<file path="config.mk">
export PLATFORM = sky130hd
export DESIGN_NAME = link_cfg_diverter
export DESIGN_NICKNAME = d
export VERILOG_FILES = /design/src/rtl/lnk_pkg.sv /design/src/rtl/lnk_regs.sv /design/src/rtl/lnk_session.sv /design/src/rtl/lnk_cfg_drive.sv /design/src/rtl/link_cfg_diverter.sv
export SDC_FILE = /design/constraint.sdc
export NUM_CORES = 1
export LEC_CHECK = 0
export ABC_AREA = 1
export BUFFER_PORTS_ARGS = -buffer_cell sky130_fd_sc_hd__buf_2
export CAP_MARGIN = 20
export CORE_MARGIN = 10
export CORE_UTILIZATION = 49
export CTS_BUF_LIST = sky130_fd_sc_hd__clkbuf_2 sky130_fd_sc_hd__clkbuf_4 sky130_fd_sc_hd__clkbuf_8
export DETAILED_ROUTE_END_ITERATION = 8
export GPL_ROUTABILITY_DRIVEN = 0
export PLACE_DENSITY = 0.82
export SYNTH_ARGS = -nofsm -noshare
export SYNTH_HDL_FRONTEND = slang
export SYNTH_SLANG_ARGS = --single-unit
</file>
<file path="constraint.sdc">
create_clock -name clk -period 2.35 [get_ports clk]
set_input_delay 0.235 -clock clk [delete_from_list [all_inputs] [get_ports clk]]
set_output_delay 0.235 -clock clk [all_outputs]
set_load 0.02 [all_outputs]
</file>
<file path="src/rtl/lnk_pkg.sv">
package lnk_pkg;
  typedef enum logic [1:0] {
    SS_IDLE  = 2'd0,
    SS_ARMED = 2'd1,
    SS_XFER  = 2'd2,
    SS_DONE  = 2'd3
  } sess_t;

  typedef enum logic {
    DS_IDLE  = 1'b0,
    DS_WRITE = 1'b1
  } drv_t;

  localparam int unsigned ADDR_CTRL   = 0;
  localparam int unsigned ADDR_COUNT  = 1;
  localparam int unsigned ADDR_STATUS = 2;
  localparam int unsigned BIT_ARM     = 0;
  localparam int unsigned BIT_BUSY    = 0;
  localparam int unsigned BIT_ERR     = 1;
endpackage

</file>
<file path="src/rtl/lnk_regs.sv">
module lnk_regs #(
  parameter int DATA_W  = 32,
  parameter int COUNT_W = 16,
  parameter int ADDR_W  = 2
) (
  input  logic               clk,
  input  logic               rst_n,
  input  logic               wr_en,
  input  logic [ADDR_W-1:0]  addr,
  input  logic [DATA_W-1:0]  wr_data,
  input  logic               busy,
  input  logic               arm_reject,
  output logic               arm_req,
  output logic [COUNT_W-1:0] count_q,
  output logic [DATA_W-1:0]  rd_data
);
  import lnk_pkg::*;

  logic               count_en;
  logic [COUNT_W-1:0] count_d;
  logic               err_q;
  logic               err_d;
  logic               err_clr;

  always_comb begin
    count_en = wr_en && (addr == ADDR_W'(ADDR_COUNT));
    count_d  = wr_data[COUNT_W-1:0];
    arm_req  = wr_en && (addr == ADDR_W'(ADDR_CTRL)) && wr_data[BIT_ARM];
    err_clr  = wr_en && (addr == ADDR_W'(ADDR_STATUS)) && wr_data[BIT_ERR];
    err_d    = arm_reject | (err_q & ~err_clr);
  end

  always_ff @(posedge clk or negedge rst_n) begin
    if (!rst_n) begin
      count_q <= '0;
    end else if (count_en) begin
      count_q <= count_d;
    end
  end

  always_ff @(posedge clk or negedge rst_n) begin
    if (!rst_n) begin
      err_q <= 1'b0;
    end else begin
      err_q <= err_d;
    end
  end

  always_comb begin
    rd_data = '0;
    case (addr)
      ADDR_W'(ADDR_COUNT):  rd_data = DATA_W'(count_q);
      ADDR_W'(ADDR_STATUS): begin
        rd_data[BIT_BUSY] = busy;
        rd_data[BIT_ERR]  = err_q;
      end
      default:              rd_data = '0;
    endcase
  end

  // a refused arm request is recorded on the next cycle
  a_r8_err_sticky: assert property (@(posedge clk) disable iff (!rst_n)
    arm_reject |=> err_q);

  // the error bit only falls through an explicit clear
  a_r8_err_hold: assert property (@(posedge clk) disable iff (!rst_n)
    (err_q && !err_clr) |=> err_q);
endmodule

</file>
<file path="src/rtl/lnk_session.sv">
module lnk_session #(
  parameter int COUNT_W = 16
) (
  input  logic               clk,
  input  logic               rst_n,
  input  logic               arm_req,
  input  logic [COUNT_W-1:0] count_q,
  input  logic               link_valid,
  output logic               take,
  output logic               busy,
  output logic               done_pulse,
  output logic               arm_reject
);
  import lnk_pkg::*;

  sess_t              st_q;
  sess_t              st_d;
  logic [COUNT_W-1:0] rem_q;
  logic [COUNT_W-1:0] rem_d;
  logic               rem_en;
  logic               start;
  logic               last;

  always_comb begin
    busy       = (st_q != SS_IDLE);
    take       = link_valid && ((st_q == SS_ARMED) || (st_q == SS_XFER));
    start      = (st_q == SS_IDLE) && arm_req && (count_q != '0);
    arm_reject = arm_req && busy;
    last       = (rem_q == COUNT_W'(1));
    done_pulse = (st_q == SS_DONE);
  end

  always_comb begin
    st_d = st_q;
    case (st_q)
      SS_IDLE:  if (start) st_d = SS_ARMED;
      SS_ARMED,
      SS_XFER:  if (take) st_d = last ? SS_DONE : SS_XFER;
      SS_DONE:  st_d = SS_IDLE;
      default:  st_d = SS_IDLE;
    endcase
  end

  always_comb begin
    rem_en = start || take;
    rem_d  = start ? count_q : (rem_q - COUNT_W'(1));
  end

  always_ff @(posedge clk or negedge rst_n) begin
    if (!rst_n) begin
      st_q <= SS_IDLE;
    end else begin
      st_q <= st_d;
    end
  end

  always_ff @(posedge clk or negedge rst_n) begin
    if (!rst_n) begin
      rem_q <= '0;
    end else if (rem_en) begin
      rem_q <= rem_d;
    end
  end

  // the done indication lasts a single cycle and closes the session
  a_r5_done_single: assert property (@(posedge clk) disable iff (!rst_n)
    done_pulse |=> (!done_pulse && !busy));

  // a zero count opens nothing
  a_r7_zero_arm: assert property (@(posedge clk) disable iff (!rst_n)
    (!busy && arm_req && (count_q == '0)) |=> !busy);

  // an arm request inside a session leaves the remaining count alone
  a_r8_arm_ignored: assert property (@(posedge clk) disable iff (!rst_n)
    (arm_reject && !take && (st_q != SS_DONE)) |=> $stable(rem_q));
endmodule

</file>
<file path="src/rtl/lnk_cfg_drive.sv">
module lnk_cfg_drive #(
  parameter int DATA_W = 32
) (
  input  logic              clk,
  input  logic              rst_n,
  input  logic              take,
  input  logic [DATA_W-1:0] word,
  output logic              cfg_ce_n,
  output logic              cfg_we_n,
  output logic [DATA_W-1:0] cfg_data
);
  import lnk_pkg::*;

  drv_t              ds_q;
  drv_t              ds_d;
  logic [DATA_W-1:0] data_q;

  always_comb begin
    ds_d = take ? DS_WRITE : DS_IDLE;
  end

  always_ff @(posedge clk or negedge rst_n) begin
    if (!rst_n) begin
      ds_q <= DS_IDLE;
    end else begin
      ds_q <= ds_d;
    end
  end

  always_ff @(posedge clk or negedge rst_n) begin
    if (!rst_n) begin
      data_q <= '0;
    end else if (take) begin
      data_q <= word;
    end
  end

  always_comb begin
    cfg_ce_n = (ds_q != DS_WRITE);
    cfg_we_n = (ds_q != DS_WRITE);
    cfg_data = data_q;
  end

  // an accepted word reaches the port with its strobes one cycle later
  a_r4_forward: assert property (@(posedge clk) disable iff (!rst_n)
    take |=> (!cfg_ce_n && !cfg_we_n && (cfg_data == $past(word))));

  // no strobe without a word accepted the cycle before
  a_r4_no_idle_strobe: assert property (@(posedge clk) disable iff (!rst_n)
    !take |=> (cfg_ce_n && cfg_we_n));
endmodule

</file>
<file path="src/rtl/link_cfg_diverter.sv">
module link_cfg_diverter #(
  parameter int DATA_W  = 32,
  parameter int COUNT_W = 16,
  parameter int ADDR_W  = 2,
  parameter int SYNC_N  = 2
) (
  input  logic              clk,
  input  logic              rst_n,
  input  logic              reg_wr_en,
  input  logic [ADDR_W-1:0] reg_addr,
  input  logic [DATA_W-1:0] reg_wr_data,
  output logic [DATA_W-1:0] reg_rd_data,
  input  logic              link_valid,
  input  logic [DATA_W-1:0] link_data,
  output logic              usr_valid,
  output logic [DATA_W-1:0] usr_data,
  output logic              usr_hold,
  output logic              cfg_ce_n,
  output logic              cfg_we_n,
  output logic [DATA_W-1:0] cfg_data,
  output logic              done_pulse
);
  logic [SYNC_N-1:0]  rst_sync_q;
  logic               rst_int_n;
  logic               arm_req;
  logic               arm_reject;
  logic               busy;
  logic               take;
  logic [COUNT_W-1:0] count_q;

  // asynchronous assertion, synchronous release
  always_ff @(posedge clk or negedge rst_n) begin
    if (!rst_n) begin
      rst_sync_q <= '0;
    end else begin
      rst_sync_q <= {rst_sync_q[SYNC_N-2:0], 1'b1};
    end
  end

  assign rst_int_n = rst_sync_q[SYNC_N-1];

  lnk_regs #(
    .DATA_W (DATA_W),
    .COUNT_W(COUNT_W),
    .ADDR_W (ADDR_W)
  ) u_regs (
    .clk       (clk),
    .rst_n     (rst_int_n),
    .wr_en     (reg_wr_en),
    .addr      (reg_addr),
    .wr_data   (reg_wr_data),
    .busy      (busy),
    .arm_reject(arm_reject),
    .arm_req   (arm_req),
    .count_q   (count_q),
    .rd_data   (reg_rd_data)
  );

  lnk_session #(
    .COUNT_W(COUNT_W)
  ) u_session (
    .clk       (clk),
    .rst_n     (rst_int_n),
    .arm_req   (arm_req),
    .count_q   (count_q),
    .link_valid(link_valid),
    .take      (take),
    .busy      (busy),
    .done_pulse(done_pulse),
    .arm_reject(arm_reject)
  );

  lnk_cfg_drive #(
    .DATA_W(DATA_W)
  ) u_drive (
    .clk     (clk),
    .rst_n   (rst_int_n),
    .take    (take),
    .word    (link_data),
    .cfg_ce_n(cfg_ce_n),
    .cfg_we_n(cfg_we_n),
    .cfg_data(cfg_data)
  );

  always_comb begin
    usr_hold  = busy;
    usr_valid = link_valid && !busy;
    usr_data  = link_data;
  end

  // the user side sees nothing while a session is open
  a_r3_user_blind: assert property (@(posedge clk) disable iff (!rst_int_n)
    usr_hold |-> !usr_valid);

  // the user pipeline is stalled whenever the port is written
  a_r10_hold_strobe: assert property (@(posedge clk) disable iff (!rst_int_n)
    !cfg_we_n |-> usr_hold);

  // the done pulse coincides with a port write
  a_r5_done_strobe: assert property (@(posedge clk) disable iff (!rst_int_n)
    done_pulse |-> (!cfg_we_n && !cfg_ce_n));
endmodule

</file>
Word-level counts from Yosys, hierarchy flattened:

Cells that the tools add are included.

* output and inout bits: 101
* input bits: 70
* bits in registers: 70
* word-level logic and storage cells: 47

* reduce and logical (&&, ||, !) cells: 19
* equal/unequal tests: 8
* multiplexer cells: 8
* $add $sub $neg: 1
* bitwise logic cells: 4

Operator list (number)
* $eq 16x1->1 const B: 1
* $mux 16: 1
* $reduce_bool 16->1: 1
* $sub 16x1->16 const B: 1
* $mux 14: 1
* $logic_and 1x1->1: 10
* $eq 2x2->1 const B: 3
* $pmux 2 s3: 1
* $eq 2x1->1 const B: 2
* $logic_not 2->1: 2
* $mux 2: 2
* $ne 2x1->1 const B: 2
* $pmux 2 s2: 1
* $logic_or 1x1->1: 2
* $mux 1: 2
* $not 1->1: 2
* $reduce_and 2->1: 1
* $reduce_bool 2->1: 1
* $reduce_or 2->1: 1
* $and 1x1->1: 1
* $logic_not 1->1: 1
* $or 1x1->1: 1

Longest topological paths before layout:

* word-level depth: 7
* gate-level depth with buffers: 10
* depth with buffers taken out: 10

Cells and area by module:

From an unflattened synthesis, not the netlist that was laid out.

* cells, all modules: 526
* area total of the unflattened synthesis: 4172.8 um^2

By module, submodules not included
* lnk_session: instances 1, cells an instance 214, area an instance 1433.9 um^2, sequential area each 450.4 um^2
* lnk_cfg_drive: instances 1, cells an instance 139, area an instance 1328.8 um^2, sequential area each 825.8 um^2
* lnk_regs: instances 1, cells an instance 136, area an instance 1106.1 um^2, sequential area each 425.4 um^2
* link_cfg_diverter: instances 1, cells an instance 37, area an instance 304.0 um^2, sequential area each 50.0 um^2

Worst setup path before layout:

Ideal clock, no wire load.

* kind: flip-flop to output port
* start point: register u_session.st_q[0]
* end point: output port reg_rd_data[0]
* arrival time: 1.258 ns
* path slack: 0.857 ns
* data required time: 2.115 ns
* stages on the path, launching flop included: 6
* buffers on the path: 0
* cells stage by stage: dfrtp_1 -> inv_1 -> ha_1 -> inv_1 -> nand2_1 -> a21oi_1

* word-level cells in the longest chain between the ends: 2

Ends and longest elaborated chain
* start: declaration: line lnk_session.sv:16 `sess_t st_q;`
* start signal: assignment: line lnk_session.sv:53 `st_q <= st_d;`
* $reduce_bool 2->1: line lnk_session.sv:25 `busy = (st_q != SS_IDLE);`
* via usr_hold: line link_cfg_diverter.sv:17 `output logic usr_hold,`
* $pmux 2 s2: line lnk_regs.sv:51 `case (addr)`
* end: declaration: line link_cfg_diverter.sv:12 `output logic [DATA_W-1:0] reg_rd_data,`

The timed path passes the listed nets, and every way through them passes these cells.

Worst setup path after layout:

* start point: register u_session.st_q[1]
* end point: register u_drive.data_q[17] (netlist: u_drive.cfg_data[17])

* word-level cells in the longest chain between the ends: 3
* elaborated cells between the ends (all ways): 4
* classes of those cells: eq/ne (2); reduce/logical (2)

Ends and longest elaborated chain
* $eq 2x1->1 / $eq 2x2->1 (equally long branches): line lnk_session.sv:26 `take = link_valid && ((st_q == SS_ARMED) || (st_q == SS_XFER));`
* $logic_or 1x1->1 *: line lnk_session.sv:26
* $logic_and 1x1->1 *: line lnk_session.sv:26
* end signal: assignment: line lnk_cfg_drive.sv:34 `data_q <= word;`
* end: declaration: line lnk_cfg_drive.sv:16 `logic [DATA_W-1:0] data_q;`

Mark *: on every way between the ends. The rest lies on a longest branch, timed or not.
A chain may end at the register's enable or synchronous reset.

==> flow_metrics.py <==
metrics = {
    "sta": {
        "maxSlewHeadroom_pct": 60.14,
        "maxSlewViolCount": 0,
        "setup_viol": 0,
        "grt_setup_unrepaired": "false",
        "tightest_slew_ns": 0.5980,
        "worst_slack_ns": 0.4988,
        "fin_crit_sh_pct": 78.77,
        "clock.fmax_ghz": 0.5402,
        "fin_worst_skew_ns": 0.01437,
        "fin_crit_ns": 1.851,
        "hold_violations": 0,
        "tns_ns": 0,
    },
    "global_routing": {
        "grt_usage_pct": 15.94,
        "grt_max_degree": 52,
        "antenna_found_initial": 0,
        "first_global_vias": 3262,
        "grt-ovfl-total": 0,
        "grt_pass1_wl_um": 15490,
    },
    "worst_hold_path": {
        "hp-class": "input pin to flip-flop",
        "hold_start": "link_data[27]",
        "whs_path_depth": 3,
        "min_to": "u_drive.cfg_data[27]$_DFFE_PN0P_",
    },
    "clock_tree": {
        "cts_made_buffers": 9,
        "clk_latency_ns": 0.34,
        "clkTransAtPathRegs_ns": 0.08,
        "h-tree-depth": 3,
        "clockBufferDepth": 2,
        "cts_resized": 0,
        "post_cts_buffers": 0,
        "root_buffer": "clkbuf_8",
        "cts_tree": "yes",
        "cts_sinks": 70,
    },
    "floorplan": {
        "die_y_um": 109.0,
        "die_w_um": 109.0,
        "pin_count": 171,
        "rows": 32,
        "initial_core_util_pct": 50.19,
        "fp.coreArea_sq_um": 7727,
        "die_area_sq_um": 11870,
    },
    "outcome": {
        "status": "completed",
    },
    "routing": {
        "viasPerCell": 4.801,
        "wl_um": 9957,
        "first_pass_iters": 6,
        "postRouteAntennaNets": 0,
        "drt_iter0_drc": 223,
        "vias": 3375,
        "drcViolationCount": 0,
        "wl_per_cell_um": 14.16,
    },
    "power": {
        "pwr-share-seq_pct": 35.5,
        "p_clk_share_pct": 19.5,
        "power_switching_share_pct": 43.87,
        "internal_power_w": 0.003171,
        "pwr-share-comb_pct": 44.9,
        "switchingPower_w": 0.002478,
        "p_per_area_nw_per_um2": 1233,
        "cellLeakagePower_nw": 2.701,
        "peakVddDrop_mv": 0.7421,
    },
    "yosys": {
        "yosys.cell_types.count": 26,
        "synth_edf_count": 0,
        "synth-seq-cells": 70,
        "ys_seq_area_share_pct": 45.16,
        "yosysWarnings": 0,
        "synth_ff_type": "dfrtp_1",
        "synth_area_sq_um": 3879,
        "avgSynthCellArea_sq_um": 7.916,
        "synth_cells": 490,
        "async_flop_share_pct": 100.0,
    },
    "place": {
        "pre_cts_slack_ns": 0.4889,
        "dp_cells": 686,
        "dp_hpwl_um": 7566,
        "io_buffers": 138,
    },
    "final_layout": {
        "nets": 673,
        "multi_input_area_sq_um": 1579,
        "mostFrequentLayoutCell": "nand2_1",
        "final_cell_mix": "191 x nand2_1, 138 x buf_2, 69 x dfrtp_1, 42 x nand3_1, 37 x inv_1",
        "area_growth_pct": 18.13,
        "register_area_sq_um": 1753,
        "final.fill_count": 685,
        "diodes": 0,
        "stdcell_count": 703,
        "drive_gt1_share_pct": 31.28,
    },
    "setup_path": {
        "cp-start-kind": "flip-flop",
        "worst-r2r-setup-slack_ns": 0.50,
        "worstPathMaxFanout": 29,
        "timing.rr.start": "u_session.st_q[1]$_DFFE_PN0P_",
        "crit_start": "u_session.st_q[1]$_DFFE_PN0P_",
        "arrival_ns": 2.12,
        "ff2ff_path_depth": 7,
        "worstReg2RegEnd": "u_drive.cfg_data[17]$_DFFE_PN0P_",
        "critPathKind": "flip-flop to flip-flop",
        "endpoint_kind": "flip-flop",
        "cp.required_ns": 2.62,
    },
    "flow_run": {
        "drv_cap": 0,
    },
}
## flip-flops by register name, indices dropped and copies added, names as in the netlist
name,cells
rst_sync_q,2
u_drive.cfg_data,32
u_drive.ds_q,1
u_regs.count_q,16
u_regs.err_q,1
u_session.rem_q,16
u_session.st_q,2
## per-layer routing
metal / wire length, um / global-route usage, %
met1: 3759 / 18.33
met2: 5263 / 28.11
met3: 825 / 4.130
met4: 108 / 5.367
met5: 0 / 0
## power by group through the flow
stage	combinational, W	sequential, W	clock (W)
floorplan	0.00152	0.00230	0
global placement	0.00247	0.00200	0
detailed placement	0.00255	0.00202	0
CTS	0.00257	0.00200	0.00112
global route	0.00283	0.00207	0.00117
finish	0.00254	0.00201	0.00110
## through the flow
step	hold WS, ns	power, W	util [%]	cell area (sq um)
global route	0.09446	0.006068	59.29	4582
detailed placement	0.02630	0.004567	56.23	4345
finish	0.09730	0.005649	59.29	4582
floorplan	-0.06059	0.003827	-	3935
global placement	0.02186	0.004466	56.23	4345
CTS	0.08555	0.005690	59.29	4582
## worst max-delay path, cell delays in order (launching register included)
cell and delay, ns:
dfrtp_1 0.39, inv_1 0.05, ha_1 0.33, nand2_1 0.08
inv_1 0.37, buf_4 0.38, nand2_1 0.09, nand2_1 0.07
## worst max path at each step
| stage | end | cells past startpoint | slack (ns) |
|---|---|---|---|
| floorplan | u_drive.cfg_data[0]$_DFFE_PN0P_ | 0 | 0.26 |
| global placement | u_drive.cfg_data[17]$_DFFE_PN0P_ | 7 | 0.60 |
| detailed placement | u_regs.count_q[0]$_DFFE_PN0P_ | 5 | 0.49 |
| CTS | u_drive.cfg_data[5]$_DFFE_PN0P_ | 7 | 0.50 |
| global route | u_drive.cfg_data[16]$_DFFE_PN0P_ | 7 | 0.37 |
| finish | u_drive.cfg_data[17]$_DFFE_PN0P_ | 7 | 0.50 |
## kinds of logic (layout without fill, tap and decap cells)
logic type	count (synthesis)	count (layout)	synth area share, %
fa+ha+maj	7	7	2.258
xor+xnor	6	6	1.355
buf+inv	102	198	15.58
flops	70	70	45.16
mux	16	16	4.645
simple gates	280	280	29.81
compound gates	7	7	1.000
other cells	2	17	0.1936
## area by class of cell
class                      count  share of cell area (%)
clock buffer                  11                   3.168
timing repair buffer         144                   16.38
sequential                    70                   38.26
inverter                      38                   3.168
clock inverter                 5                   1.775
tap                          102                   2.785
multi-input combinational    333                   34.46
## what timing repair did
action | CTS | global route
endpoints found under the hold margin | 2 | 0
setup endpoints to repair | 0 | 0
hold buffers | 1 | 0
## synth_stat cells (3+ instances only)
master | number | share of area [%]
dfrtp_1 | 70 | 45
nor2_1 | 31 | 3.0
nand3_1 | 42 | 5.4
nand3b_1 | 3 | 0.58
nand2_1 | 191 | 18
nor2_2 | 4 | 0.65
buf_4 | 50 | 9.7
buf_6 | 3 | 0.87
mux2_2 | 16 | 4.6
nand2_2 | 3 | 0.48
ha_1 | 7 | 2.3
inv_1 | 37 | 3.6
o21ai_0 | 4 | 0.52
clkbuf_1 | 4 | 0.39
xor2_1 | 4 | 0.90
buf_2 | 7 | 0.90
Note: power is estimated with default switching activity, not from simulation.
